<file path="config.mk">
export PLATFORM = sky130hd
export DESIGN_NAME = dmaIrqStatus
export DESIGN_NICKNAME = d
export VERILOG_FILES = /design/src/rtl/dmaIrqPkg.sv /design/src/rtl/dmaIrqCtl.sv /design/src/rtl/dmaIrqDp.sv /design/src/rtl/dmaIrqStatus.sv
export SDC_FILE = /design/constraint.sdc
export NUM_CORES = 1
export LEC_CHECK = 0
export BUFFER_PORTS_ARGS = -buffer_cell sky130_fd_sc_hd__buf_2
export CAP_MARGIN = 30
export CORE_MARGIN = 3
export CORE_UTILIZATION = 38
export CTS_CLUSTER_DIAMETER = 150
export DETAILED_ROUTE_END_ITERATION = 7
export PLACE_DENSITY_LB_ADDON = 0.1
export SLEW_MARGIN = 20
export SYNTH_ARGS = -nofsm -noshare
export SYNTH_HDL_FRONTEND = slang
export SYNTH_SLANG_ARGS = --single-unit
</file>
<file path="constraint.sdc">
create_clock -name clk -period 1.4 [get_ports clk]
set_input_delay 0.14 -clock clk [delete_from_list [all_inputs] [get_ports clk]]
set_output_delay 0.14 -clock clk [all_outputs]
set_load 0.02 [all_outputs]
</file>
<file path="src/rtl/dmaIrqPkg.sv">
package dmaIrqPkg;
  // strobes from the register decoder to the status datapath
  typedef struct packed {
    logic statWr;
    logic statRd;
    logic abortWr;
  } ctlStb_t;
endpackage

</file>
<file path="src/rtl/dmaIrqCtl.sv">
module dmaIrqCtl
  import dmaIrqPkg::*;
#(
  parameter int ADDR_W = 8,
  parameter int STAT_OFS = 'h30,
  parameter int ABORT_OFS = 'h24
) (
  input  logic              regWrEn,
  input  logic [ADDR_W-1:0] regAddr,
  output ctlStb_t           ctl
);
  localparam logic [ADDR_W-1:0] STAT_A = ADDR_W'(STAT_OFS);
  localparam logic [ADDR_W-1:0] ABORT_A = ADDR_W'(ABORT_OFS);

  logic hitStat;
  logic hitAbort;

  always_comb begin
    hitStat = (regAddr == STAT_A);
    hitAbort = (regAddr == ABORT_A);
    ctl.statRd = hitStat;
    ctl.statWr = regWrEn && hitStat;
    ctl.abortWr = regWrEn && hitAbort;
  end
endmodule

</file>
<file path="src/rtl/dmaIrqDp.sv">
module dmaIrqDp
  import dmaIrqPkg::*;
#(
  parameter int NCH = 8,
  parameter int DATA_W = 32,
  localparam int STAT_W = 3 * NCH
) (
  input  logic              clk,
  input  logic              rstN,
  input  ctlStb_t           ctl,
  input  logic [STAT_W-1:0] wrBits,
  input  logic [NCH-1:0]    evtTc,
  input  logic [NCH-1:0]    evtErr,
  input  logic [NCH-1:0]    evtAbt,
  input  logic [NCH-1:0]    supTc,
  input  logic [NCH-1:0]    supErr,
  input  logic [NCH-1:0]    supAbt,
  output logic [STAT_W-1:0] statusVec,
  output logic              irqOut,
  output logic [NCH-1:0]    abortStb,
  output logic [DATA_W-1:0] rdData
);
  localparam int NCLS = 3;

  // class order inside the status word: error low, abort middle, completion high
  logic [NCLS-1:0][NCH-1:0] evtCls;
  logic [NCLS-1:0][NCH-1:0] supCls;
  logic [NCLS-1:0][NCH-1:0] clrCls;
  logic [NCLS-1:0][NCH-1:0] statQ;
  logic [NCLS-1:0][NCH-1:0] statNext;
  logic [NCLS-1:0][NCH-1:0] liveCls;
  logic                     irqQ;
  logic [NCH-1:0]           abortQ;

  assign evtCls = {evtTc, evtAbt, evtErr};
  assign supCls = {supTc, supAbt, supErr};

  for (genvar c = 0; c < NCLS; c++) begin : g_cls
    assign clrCls[c] = ctl.statWr ? wrBits[c*NCH +: NCH] : '0;
    // a new event overrides a clear on the same bit
    assign statNext[c] = (statQ[c] & ~clrCls[c]) | evtCls[c];
    assign liveCls[c] = statNext[c] & ~supCls[c];
  end

  always_ff @(posedge clk or negedge rstN) begin
    if (!rstN) begin
      statQ <= '0;
      irqQ <= 1'b0;
      abortQ <= '0;
    end else begin
      statQ <= statNext;
      irqQ <= |liveCls;
      abortQ <= ctl.abortWr ? wrBits[NCH-1:0] : '0;
    end
  end

  assign statusVec = statQ;
  assign irqOut = irqQ;
  assign abortStb = abortQ;
  assign rdData = ctl.statRd ? DATA_W'(statQ) : '0;
endmodule

</file>
<file path="src/rtl/dmaIrqStatus.sv">
module dmaIrqStatus
  import dmaIrqPkg::*;
#(
  parameter int NCH = 8,
  parameter int ADDR_W = 8,
  parameter int DATA_W = 32,
  parameter int STAT_OFS = 'h30,
  parameter int ABORT_OFS = 'h24
) (
  input  logic              clk,
  input  logic              rstN,
  input  logic              regWrEn,
  input  logic [ADDR_W-1:0] regAddr,
  input  logic [DATA_W-1:0] regWrData,
  output logic [DATA_W-1:0] regRdData,
  input  logic [NCH-1:0]    evtTc,
  input  logic [NCH-1:0]    evtErr,
  input  logic [NCH-1:0]    evtAbt,
  input  logic [NCH-1:0]    supTc,
  input  logic [NCH-1:0]    supErr,
  input  logic [NCH-1:0]    supAbt,
  output logic [NCH-1:0]    abortStb,
  output logic              irqOut
);
  localparam int STAT_W = 3 * NCH;

  ctlStb_t           ctl;
  logic [STAT_W-1:0] statusVec;
  logic              unusedHi;

  assign unusedHi = ^regWrData[DATA_W-1:STAT_W];

  dmaIrqCtl #(
    .ADDR_W(ADDR_W), .STAT_OFS(STAT_OFS), .ABORT_OFS(ABORT_OFS)
  ) uCtl (
    .regWrEn(regWrEn), .regAddr(regAddr), .ctl(ctl)
  );

  dmaIrqDp #(.NCH(NCH), .DATA_W(DATA_W)) uDp (
    .clk(clk), .rstN(rstN), .ctl(ctl), .wrBits(regWrData[STAT_W-1:0]),
    .evtTc(evtTc), .evtErr(evtErr), .evtAbt(evtAbt),
    .supTc(supTc), .supErr(supErr), .supAbt(supAbt),
    .statusVec(statusVec), .irqOut(irqOut), .abortStb(abortStb),
    .rdData(regRdData)
  );
endmodule

</file>
==> results.toml, run 1 <==
[floorplanning]
dieArea_um2 = 5970
die_h_um = 77.3
core_um2 = 4820
rows = 25
start_util_pct = 40.1
ios = 132
die_w_um = 77.3

[setup_path]
cp_max_fo = 24
crit_path_end_kind = "output port"
crit_arrival_ps = 1430
worstSetupPathType = "input port to output port"
timing.rr.end = "uDp.irqOut"
start_kind = "input port"
timing.rr.start = "uDp.statusVec[17]"
reg2regPathDepth = 5
required_ps = 1260
r2r_slack_ps = -10

[flow_run]
max_cap_violations = 0

[min_path]
min_to = "uDp.statusVec[8]"
hold_start = "evtAbt[0]"
hold_path_class = "input port to flip-flop"
hold_depth = 3

[power]
p_leak_nw = 1.45
total_power_mw = 2.19
ir_drop_mv = 0.522
power.density_nw_per_um2 = 753

[run_status]
status = "finished, violations left"
violations = "negative setup slack"

[logic_synthesis]
synth.distinct_cells = 28
synth_commonest_cells = "dfrtp_1 (33), nand2_1 (29), and2_1 (26)"
synthTopCellsByArea = "dfrtp_1 (43%), and2_1 (8.4%), a21o_1 (8.2%), o22ai_1 (5.8%), nand2_1 (5.6%)"
synth-main-ff-cell = "dfrtp_1"
yosysWarnings = 0
netlist_area_um2 = 1930
ys_seq_elements = 33
syn_avg_cell_area_um2 = 8.32
synth_edf_count = 0
synth_top_area_share_pct = 42.8
synth_top_area_cell = "dfrtp_1"
synth.most_common_cell = "dfrtp_1"
synthCells = 232
ys_seq_area_share_pct = 42.8
async_reset_ff_share_pct = 100

[final_layout]
multiInputGateArea_um2 = 1030
fillCellCount = 513
syn2layout_area_growth_pct = 51.0
layout-drive-gt1-share_pct = 47.5
insertedDiodeCount = 0
register_area_um2 = 826
instances_no_fill = 440
num-nets-final = 463
fin_util_pct = 60.5

[route]
first_pass_iters = 4
drcViolationCount = 0
ant_nets = 0
drtIter0Drc = 63
drt_wl_total_um = 5800
via_count = 2102
wl_per_cell_um = 13.2
viasPerCell = 4.78

[grt]
grt_pass1_vias = 2074
grt_first_pass_wirelength_um = 9530
grt_max_degree = 34
antenna_found_initial = 0
grt_overflow_total = 0
grtUsageTotal_pct = 20.0

[sta]
skew_ps = 5.22
period_share_pct = 112
period_needed_ps = 1570
hold-worst-slack_ps = 60.8
slew_violations = 0
rsz0062_at_grt = "yes"
fin_ws_ps = -174
fmax_mhz = 635
finalSetupViolCount = 25
finalHoldViolations = 0

[clock_network]
cts_tree = "built"
root_buffer = "clkbuf_8"
clk_pin_slew_worst_paths_ps = 70
clock_latency_ps = 280
cts_max_level = 2
cts_buffer_depth = 2
cts_sinks = 33
cts_buffers = 5

[place]
io_buffers = 115
placedCellCount = 431
routabilityCongestion = 0.796
dp_hpwl_um = 4840
==> state kept, by name, summed over array words and instances (netlist names) <==
register and flops:
uDp.abortStb 8, uDp.irqOut 1, uDp.statusVec 24
==> worst max path at each step <==
stage	startpoint	endpoint	cells after the start
5_1_grt	regAddr[6]	regRdData[15]	7
3_3_place_gp	regAddr[6]	uDp.irqOut	8
3_5_place_dp	regAddr[6]	uDp.irqOut	8
6_report	regAddr[6]	regRdData[6]	7
4_1_cts	regAddr[6]	regRdData[6]	7
2_1_floorplan	regAddr[6]	regRdData[10]	5
==> power breakdown <==
| group | leakage, nW | switching, mW | total [mW] | internal [mW] |
|---|---|---|---|---|
| sequential | 0.331 | 0.000653 | 0.955 | 0.954 |
| clock | 0.0585 | 0.348 | 0.929 | 0.580 |
| combinational | 1.06 | 0.171 | 0.311 | 0.139 |
| total | 1.45 | 0.520 | 2.19 | 1.67 |
==> placed cells by master, fill, tap and decap left out, drive strengths merged, types with 2 or more instances in the layout <==
cell	count
a21o	21
a21oi	20
and2	26
buf	139
clkbuf	7
conb	8
dfrtp	33
inv	22
nand2	29
nand3b	2
nor2	22
nor3	2
nor4	10
o21bai	2
o22ai	18
==> area by class of cell <==
| class | count | area share [%] |
|---|---|---|
| Clock buffer | 7 | 2.96 |
| Timing Repair Buffer | 140 | 26.7 |
| Inverter | 22 | 2.84 |
| Clock inverter | 1 | 1.03 |
| Sequential cell | 33 | 28.4 |
| Multi-Input combinational cell | 170 | 35.2 |
| Tap cell | 67 | 2.88 |
==> timing repair <==
item,4_1_cts,5_1_grt
hold buffers,1,0
buffers inserted,0,0
setup endpoints to repair,25,25
endpoints found under the hold margin,33,0
pin swaps,2,5
gates resized for setup,3,6
==> layer usage <==
layer  global-route usage [%]  vias up  routed length (µm)
met4                     5.16        0                  50
li1                         -     1054                   -
met5                        0        -                   0
met2                     30.9       89                2720
met1                     26.1      953                2480
met3                     7.75        6                 547
==> per-stage QoR <==
step | instance area [µm²] | worst slack, ps | setup TNS [ps]
floorplan | 1980 | -43.9 | -879
global placement | 2740 | -215 | -4840
detailed placement | 2740 | -283 | -5870
CTS | 2880 | -178 | -3960
global route | 2910 | -252 | -5880
finish | 2910 | -174 | -3760
==> kinds of logic after synthesis <==
logic type | Yosys count | share of synthesized area, %
compound gates | 65 | 21.5
buf+inv | 36 | 8.95
flops | 33 | 42.8
other cells | 1 | 0.194
simple gates | 97 | 26.6
==> critical path: stages <==
cell      delay (ps)
buf_2            110
nor4_4           310
nand3b_2         150
nor3b_4          230
buf_12           180
and2_2           150
buf_2            160
(Power assumes the default switching activity.)
==> inputs of run 2 (changes only) <==
ABC_AREA = 1   (was not set)
==> run 2 against run 1 <==
  * The run now ends clean
  * Sequential power about the same
  * Via count down 4.5%
  * Power about the same
  * Core utilization rose by 0.92 points
  * Critical path depth rose by 2
  * Die area increased by 3.0%
  * Fmax is 16% higher
  * Final cell count up 9.8%
  * Global-route usage fell by 2.6 points
  * Clock skew increased by 1.8 ps
  * Critical endpoint is now regRdData[10]
  * Largest cell class is now non-clock buffers
==> results.toml, run 2 <==
[run_status]
status = "finished clean"

[setup_path]
cp_max_fo = 5
worstSetupPathType = "input port to output port"
path_cells = "buf_2, nor2_4, nand2_4, nor2_8, buf_12, inv_1, buf_4, nor2_1, buf_4"
r2r_slack_ps = 310
slowest_stage = "buf_4"
required_ps = 1260
crit_arrival_ps = 1220
timing.rr.end = "uDp.irqOut"
slowest_delay_ps = 170
start_kind = "input port"
reg2regPathDepth = 8
critPathBufInv = 5
crit_path_frequent_cell = "buf_4"
crit_path_end_kind = "output port"
crit_family = "buffers and inverters"
timing.rr.start = "uDp.statusVec[9]"

[grt]
grt_max_degree = 23
grt_pass1_vias = 1837
grt_first_pass_wirelength_um = 8230
grt_overflow_total = 0
antenna_found_initial = 0
grtUsageTotal_pct = 17.4

[power]
total_power_mw = 2.19
p_leak_nw = 2.06
power.density_nw_per_um2 = 732
ir_drop_mv = 0.395

[route]
route.met3.wl_um = 390
drt_wl_total_um = 5300
wl_per_cell_um = 11.0
first_pass_iters = 4
drcViolationCount = 0
via_count = 2008
viasPerCell = 4.16
route.met2.wl_um = 2670
top_layer_used = "met4"
drtIter0Drc = 40
drt-met1-wl_um = 2180
ant_nets = 0

[floorplanning]
ios = 132
dieArea_um2 = 6150
core_um2 = 4880
start_util_pct = 40.8
rows = 25
die_h_um = 78.4
die_w_um = 78.4

[final_layout]
insertedDiodeCount = 0
num-nets-final = 506
instances_no_fill = 483
syn2layout_area_growth_pct = 50.4
mostFrequentLayoutCells = "buf_2 (91), inv_1 (80), nand2_1 (74)"
final_cell_area_um2 = 3000
final_common_cell = "buf_2"
largest_reg_flops = 24
fin_util_pct = 61.4
layout-drive-gt1-share_pct = 41.3

[logic_synthesis]
synth_edf_count = 0
synthCells = 284
synth_compound_area_share_pct = 0.754
yosys.area_share.xor_xnor_pct = 0
muxShareOfSynthArea_pct = 0
synth.distinct_cells = 20
synth_fa_ha_area_share_pct = 0
syn_avg_cell_area_um2 = 7.01
ys_seq_area_share_pct = 41.5
synth-main-ff-cell = "dfrtp_1"
synth_top_area_cell = "dfrtp_1"
synth_top_area_share_pct = 41.5
synth_top_family_by_area = "simple AND/OR/NAND/NOR gates"
synthTopCellsByArea = "dfrtp_1 (41%), inv_1 (15%), nand2_1 (14%), nor2_1 (7.2%), nand3_2 (5.5%)"
netlist_area_um2 = 1990
yosysWarnings = 0
synth.most_common_cell = "inv_1"
synth_commonest_cells = "inv_1 (80), nand2_1 (74), nor2_1 (38)"
async_reset_ff_share_pct = 100
ys_seq_elements = 33
synth-simple-area-share_pct = 36.2

[min_path]
min_to = "uDp.statusVec[9]"
hold_depth = 3
hold_start = "evtAbt[1]"
hold_path_class = "input port to flip-flop"

[flow_run]
max_cap_violations = 0

[sta]
slew_violations = 0
finalHoldViolations = 0
period_needed_ps = 1360
skew_ps = 7.04
period_share_pct = 97.2
hold-worst-slack_ps = 42.6
finalSetupViolCount = 0
rsz0062_at_grt = "yes"
fmax_mhz = 735

[clock_network]
cts_tree = "built"
cts_buffers = 5
root_buffer = "clkbuf_8"
clk_pin_slew_worst_paths_ps = 80
cts_buffer_depth = 2
clock_latency_ps = 290
cts_sinks = 33
cts_max_level = 2

[place]
io_buffers = 115
placedCellCount = 469
routabilityCongestion = 0.795
dpl-instance-area_um2 = 2690
dp_hpwl_um = 4050
-- run 2: changes by cell type in the layout (fill, tap and decap cells not counted), moves of 7 or more --
cell	before	now
o22ai_1	18	0
buf_4	23	32
and2_2	20	0
buf_2	115	91
inv_1	22	80
a21o_1	21	2
nand3_1	0	14
nand2_1	29	74
nand3_2	0	11
a21oi_1	17	0
nor2_2	1	9
nor2_1	21	29
nand2_2	0	7
-- run 2: metal layers --
layer | vias up | GRT usage, %
li1 | 1050 | -
met1 | 879 | 21.5
met2 | 74 | 29.5
met3 | 5 | 4.47
met4 | 0 | 5.77
met5 | - | 0
-- run 2: layout make-up --
| cell class | instances | area, µm² |
|---|---|---|
| clock buffers | 6 | 82.6 |
| clock inverters | 2 | 37.5 |
| fillers | 484 | 1880 |
| inverters | 80 | 300 |
| multi-input cells | 163 | 810 |
| flip-flops and latches | 33 | 826 |
| well taps | 67 | 83.8 |
| repair buffers | 132 | 856 |
-- run 2: tightest hold or removal path: stages --
cell,delay [ps]
buf_2,70
inv_1,30
nand2_2,60
-- run 2: worst max path at each step --
stage | from | cells past startpoint | slack, ps | to
after floorplan | regAddr[1] | 7 | 30 | regRdData[10]
after global placement | regAddr[1] | 14 | -160 | uDp.irqOut
after detailed placement | regAddr[7] | 14 | -180 | uDp.irqOut
after CTS | regAddr[3] | 9 | 3 | regRdData[0]
after global routing | regAddr[6] | 9 | -70 | regRdData[15]
final | regAddr[6] | 9 | 40 | regRdData[10]
-- run 2: through the flow --
step / TNS (ps) / setup slack [ps]
5_1_grt: -1030 / -65.5
6_report: 0 / 39.4
2_1_floorplan: 0 / 30.5
4_1_cts: 0 / 3.31
3_3_place_gp: -1810 / -163
3_5_place_dp: -1830 / -178
-- run 2: logic make-up after synthesis --
| family | after synthesis |
|---|---|
| compound gates | 2 |
| buf+inv | 95 |
| flops | 33 |
| other cells | 1 |
| simple gates | 153 |
-- run 2: what timing repair did --
action / CTS / global route
buffers inserted: 2 / 2
cloned: 1 / 0
hold buffers: 1 / 0
resized for setup: 5 / 36
hold endpoints to repair: 16 / 0
pin swaps: 1 / 7
setup endpoints to repair: 24 / 25
-- run 2: power breakdown --
part	switching (mW)	internal (mW)
logic	0.152	0.133
registers	0.000473	0.954
clock network	0.374	0.579
==> inputs of run 3 (changes only) <==
==> constraint.sdc (replaced) <==
create_clock -name clk -period 1.4 [get_ports clk]
set_input_delay 0.28 -clock clk [delete_from_list [all_inputs] [get_ports clk]]
set_output_delay 0.28 -clock clk [all_outputs]
set_load 0.02 [all_outputs]
==> run 3 against run 2 <==
  * The run now ends with negative setup slack left
  * Non-clock buffer count rose by 12
  * Worst setup slack got worse by 120 ps
  * Via count rose by 1.0%
  * Clock power fell by 27%
  * Count of clock-buffer cells in the layout rose by 2
  * Combinational power rose by 4%
  * Critical path type unchanged
  * Largest cell class unchanged
==> results.toml, run 3 (synthesized netlist as in run 2, its figures left out) <==
[floorplanning]
start_util_pct = 40.8
core_um2 = 4880
ios = 132
die_h_um = 78.4
die_w_um = 78.4
dieArea_um2 = 6150
rows = 25

[setup_path]
slowest_stage = "buf_8"
required_ps = 1120
path_cells = "buf_2, nand2_2, inv_2, nand2_4, nor2_8, buf_6, inv_8, buf_8, nor2_4, buf_6"
crit_path_frequent_cell = "buf_6"
crit_path_end_kind = "output port"
cp_num_cells = 10
start_kind = "input port"
critPathBufInv = 6
slowest_delay_ps = 130
reg2regPathDepth = 8
cp_max_fo = 6
crit_arrival_ps = 1200
worstSetupPathType = "input port to output port"
crit_family = "buffers and inverters"

[final_layout]
final_cell_area_um2 = 3330
num-nets-final = 518
syn2layout_area_growth_pct = 67.0
largest_reg_flops = 24
instances_no_fill = 495
layout-drive-gt1-share_pct = 46.7
final_common_cell = "buf_2"
mostFrequentLayoutCells = "buf_2 (87), inv_1 (78), nand2_1 (73)"
insertedDiodeCount = 0
fillCellCount = 422

[power]
total_power_mw = 1.95
ir_drop_mv = 0.351
power.density_nw_per_um2 = 587
p_leak_nw = 2.13

[grt]
grt_pass1_vias = 2003
grtUsageTotal_pct = 18.9
grt_overflow_total = 0
antenna_found_initial = 0
grt_max_degree = 34
grt_first_pass_wirelength_um = 9110

[clock_network]
cts_max_level = 2
cts_buffers = 5
cts_sinks = 33
root_buffer = "clkbuf_8"
cts_tree = "built"
clock_latency_ps = 280
cts_buffer_depth = 2
cts_hold_buf = 0
clk_pin_slew_worst_paths_ps = 60

[place]
io_buffers = 115
placedCellCount = 482
routabilityCongestion = 0.815
dp_hpwl_um = 4330
dpl-instance-area_um2 = 2910

[sta]
period_share_pct = 106
fin_ws_ps = -82.7
rsz0062_at_grt = "yes"
skew_ps = 3.76
fin_setup_tns_ps = -1530
finalSetupViolCount = 24
finalHoldViolations = 0
slew_violations = 0
period_needed_ps = 1480
fmax_mhz = 674

[route]
drtIter0Drc = 64
drt_wl_total_um = 5790
wl_per_cell_um = 11.7
via_count = 2029
first_pass_iters = 4
viasPerCell = 4.10
ant_nets = 0
drcViolationCount = 0

[min_path]
hold_path_class = "input port to asynchronous set/reset pin"

[run_status]
violations = "negative setup slack"
status = "finished, violations left"

[flow_run]
max_cap_violations = 0
run 3: changes by cell type in the layout (fill, tap and decap cells not counted), moves of 4 or more:
cell	previous run	this run
buf_4	32	20
nor2_2	9	1
buf_6	2	29
nor2_1	29	14
buf_2	91	87
nor2_4	3	26
run 3: through the flow:
| stage | setup slack (ps) | hold WS (ps) | utilization, % |
|---|---|---|---|
| finish | -82.7 | 10.9 | 68.2 |
| global route | -139 | 45.3 | 68.2 |
| floorplan | -70.3 | -15.6 | - |
| global placement | -257 | 338 | 59.5 |
| CTS | -89.2 | 28.6 | 67.1 |
| detailed placement | -266 | 339 | 59.5 |
run 3: cell type report:
type | count | area (µm²) | area share [%]
inverters | 80 | 308 | 9.25
flip-flops and latches | 33 | 826 | 24.8
repair buffers | 144 | 1060 | 32.0
multi-input cells | 163 | 965 | 29.0
well taps | 67 | 83.8 | 2.52
clock buffers | 8 | 80.1 | 2.41
run 3: worst paths after layout:
| path | startpoint | endpoint | slack (ps) |
|---|---|---|---|
| max | regAddr[4] | regRdData[1] | -80 |
| min | rstN | uDp.abortStb[3] | 10 |
| max reg2reg | uDp.statusVec[8] | uDp.irqOut | 350 |
| min reg2reg | uDp.statusVec[11] | uDp.statusVec[11] | 500 |
| max in group asynchronous | rstN | uDp.statusVec[11] | 1080 |
| min in group clk | evtTc[1] | uDp.statusVec[17] | 190 |
run 3: layer usage:
layer / global-route usage, % / part of all wire (%) / wire, µm / vias to the layer above
met1: 24.0 / 43 / 2510 / 875
met4: 5.24 / 0.50 / 29 / 0
met5: 0 / 0 / 0 / -
met2: 31.5 / 50 / 2890 / 76
li1: - / - / - / 1076
met3: 5.50 / 6.2 / 361 / 2
run 3: power breakdown:
| group | internal (mW) | switching (mW) | leakage [nW] | total, mW |
|---|---|---|---|---|
| registers | 0.954 | 0.000476 | 0.331 | 0.955 |
| logic | 0.140 | 0.158 | 1.76 | 0.298 |
| clock network | 0.353 | 0.347 | 0.0395 | 0.700 |
run 3: repair_timing:
| action | in CTS | in global routing |
|---|---|---|
| gates cloned | 1 | 1 |
| setup endpoints to repair | 24 | 25 |
| gates resized for setup | 70 | 10 |
| pin swaps | 9 | 1 |
| buffers inserted | 4 | 0 |
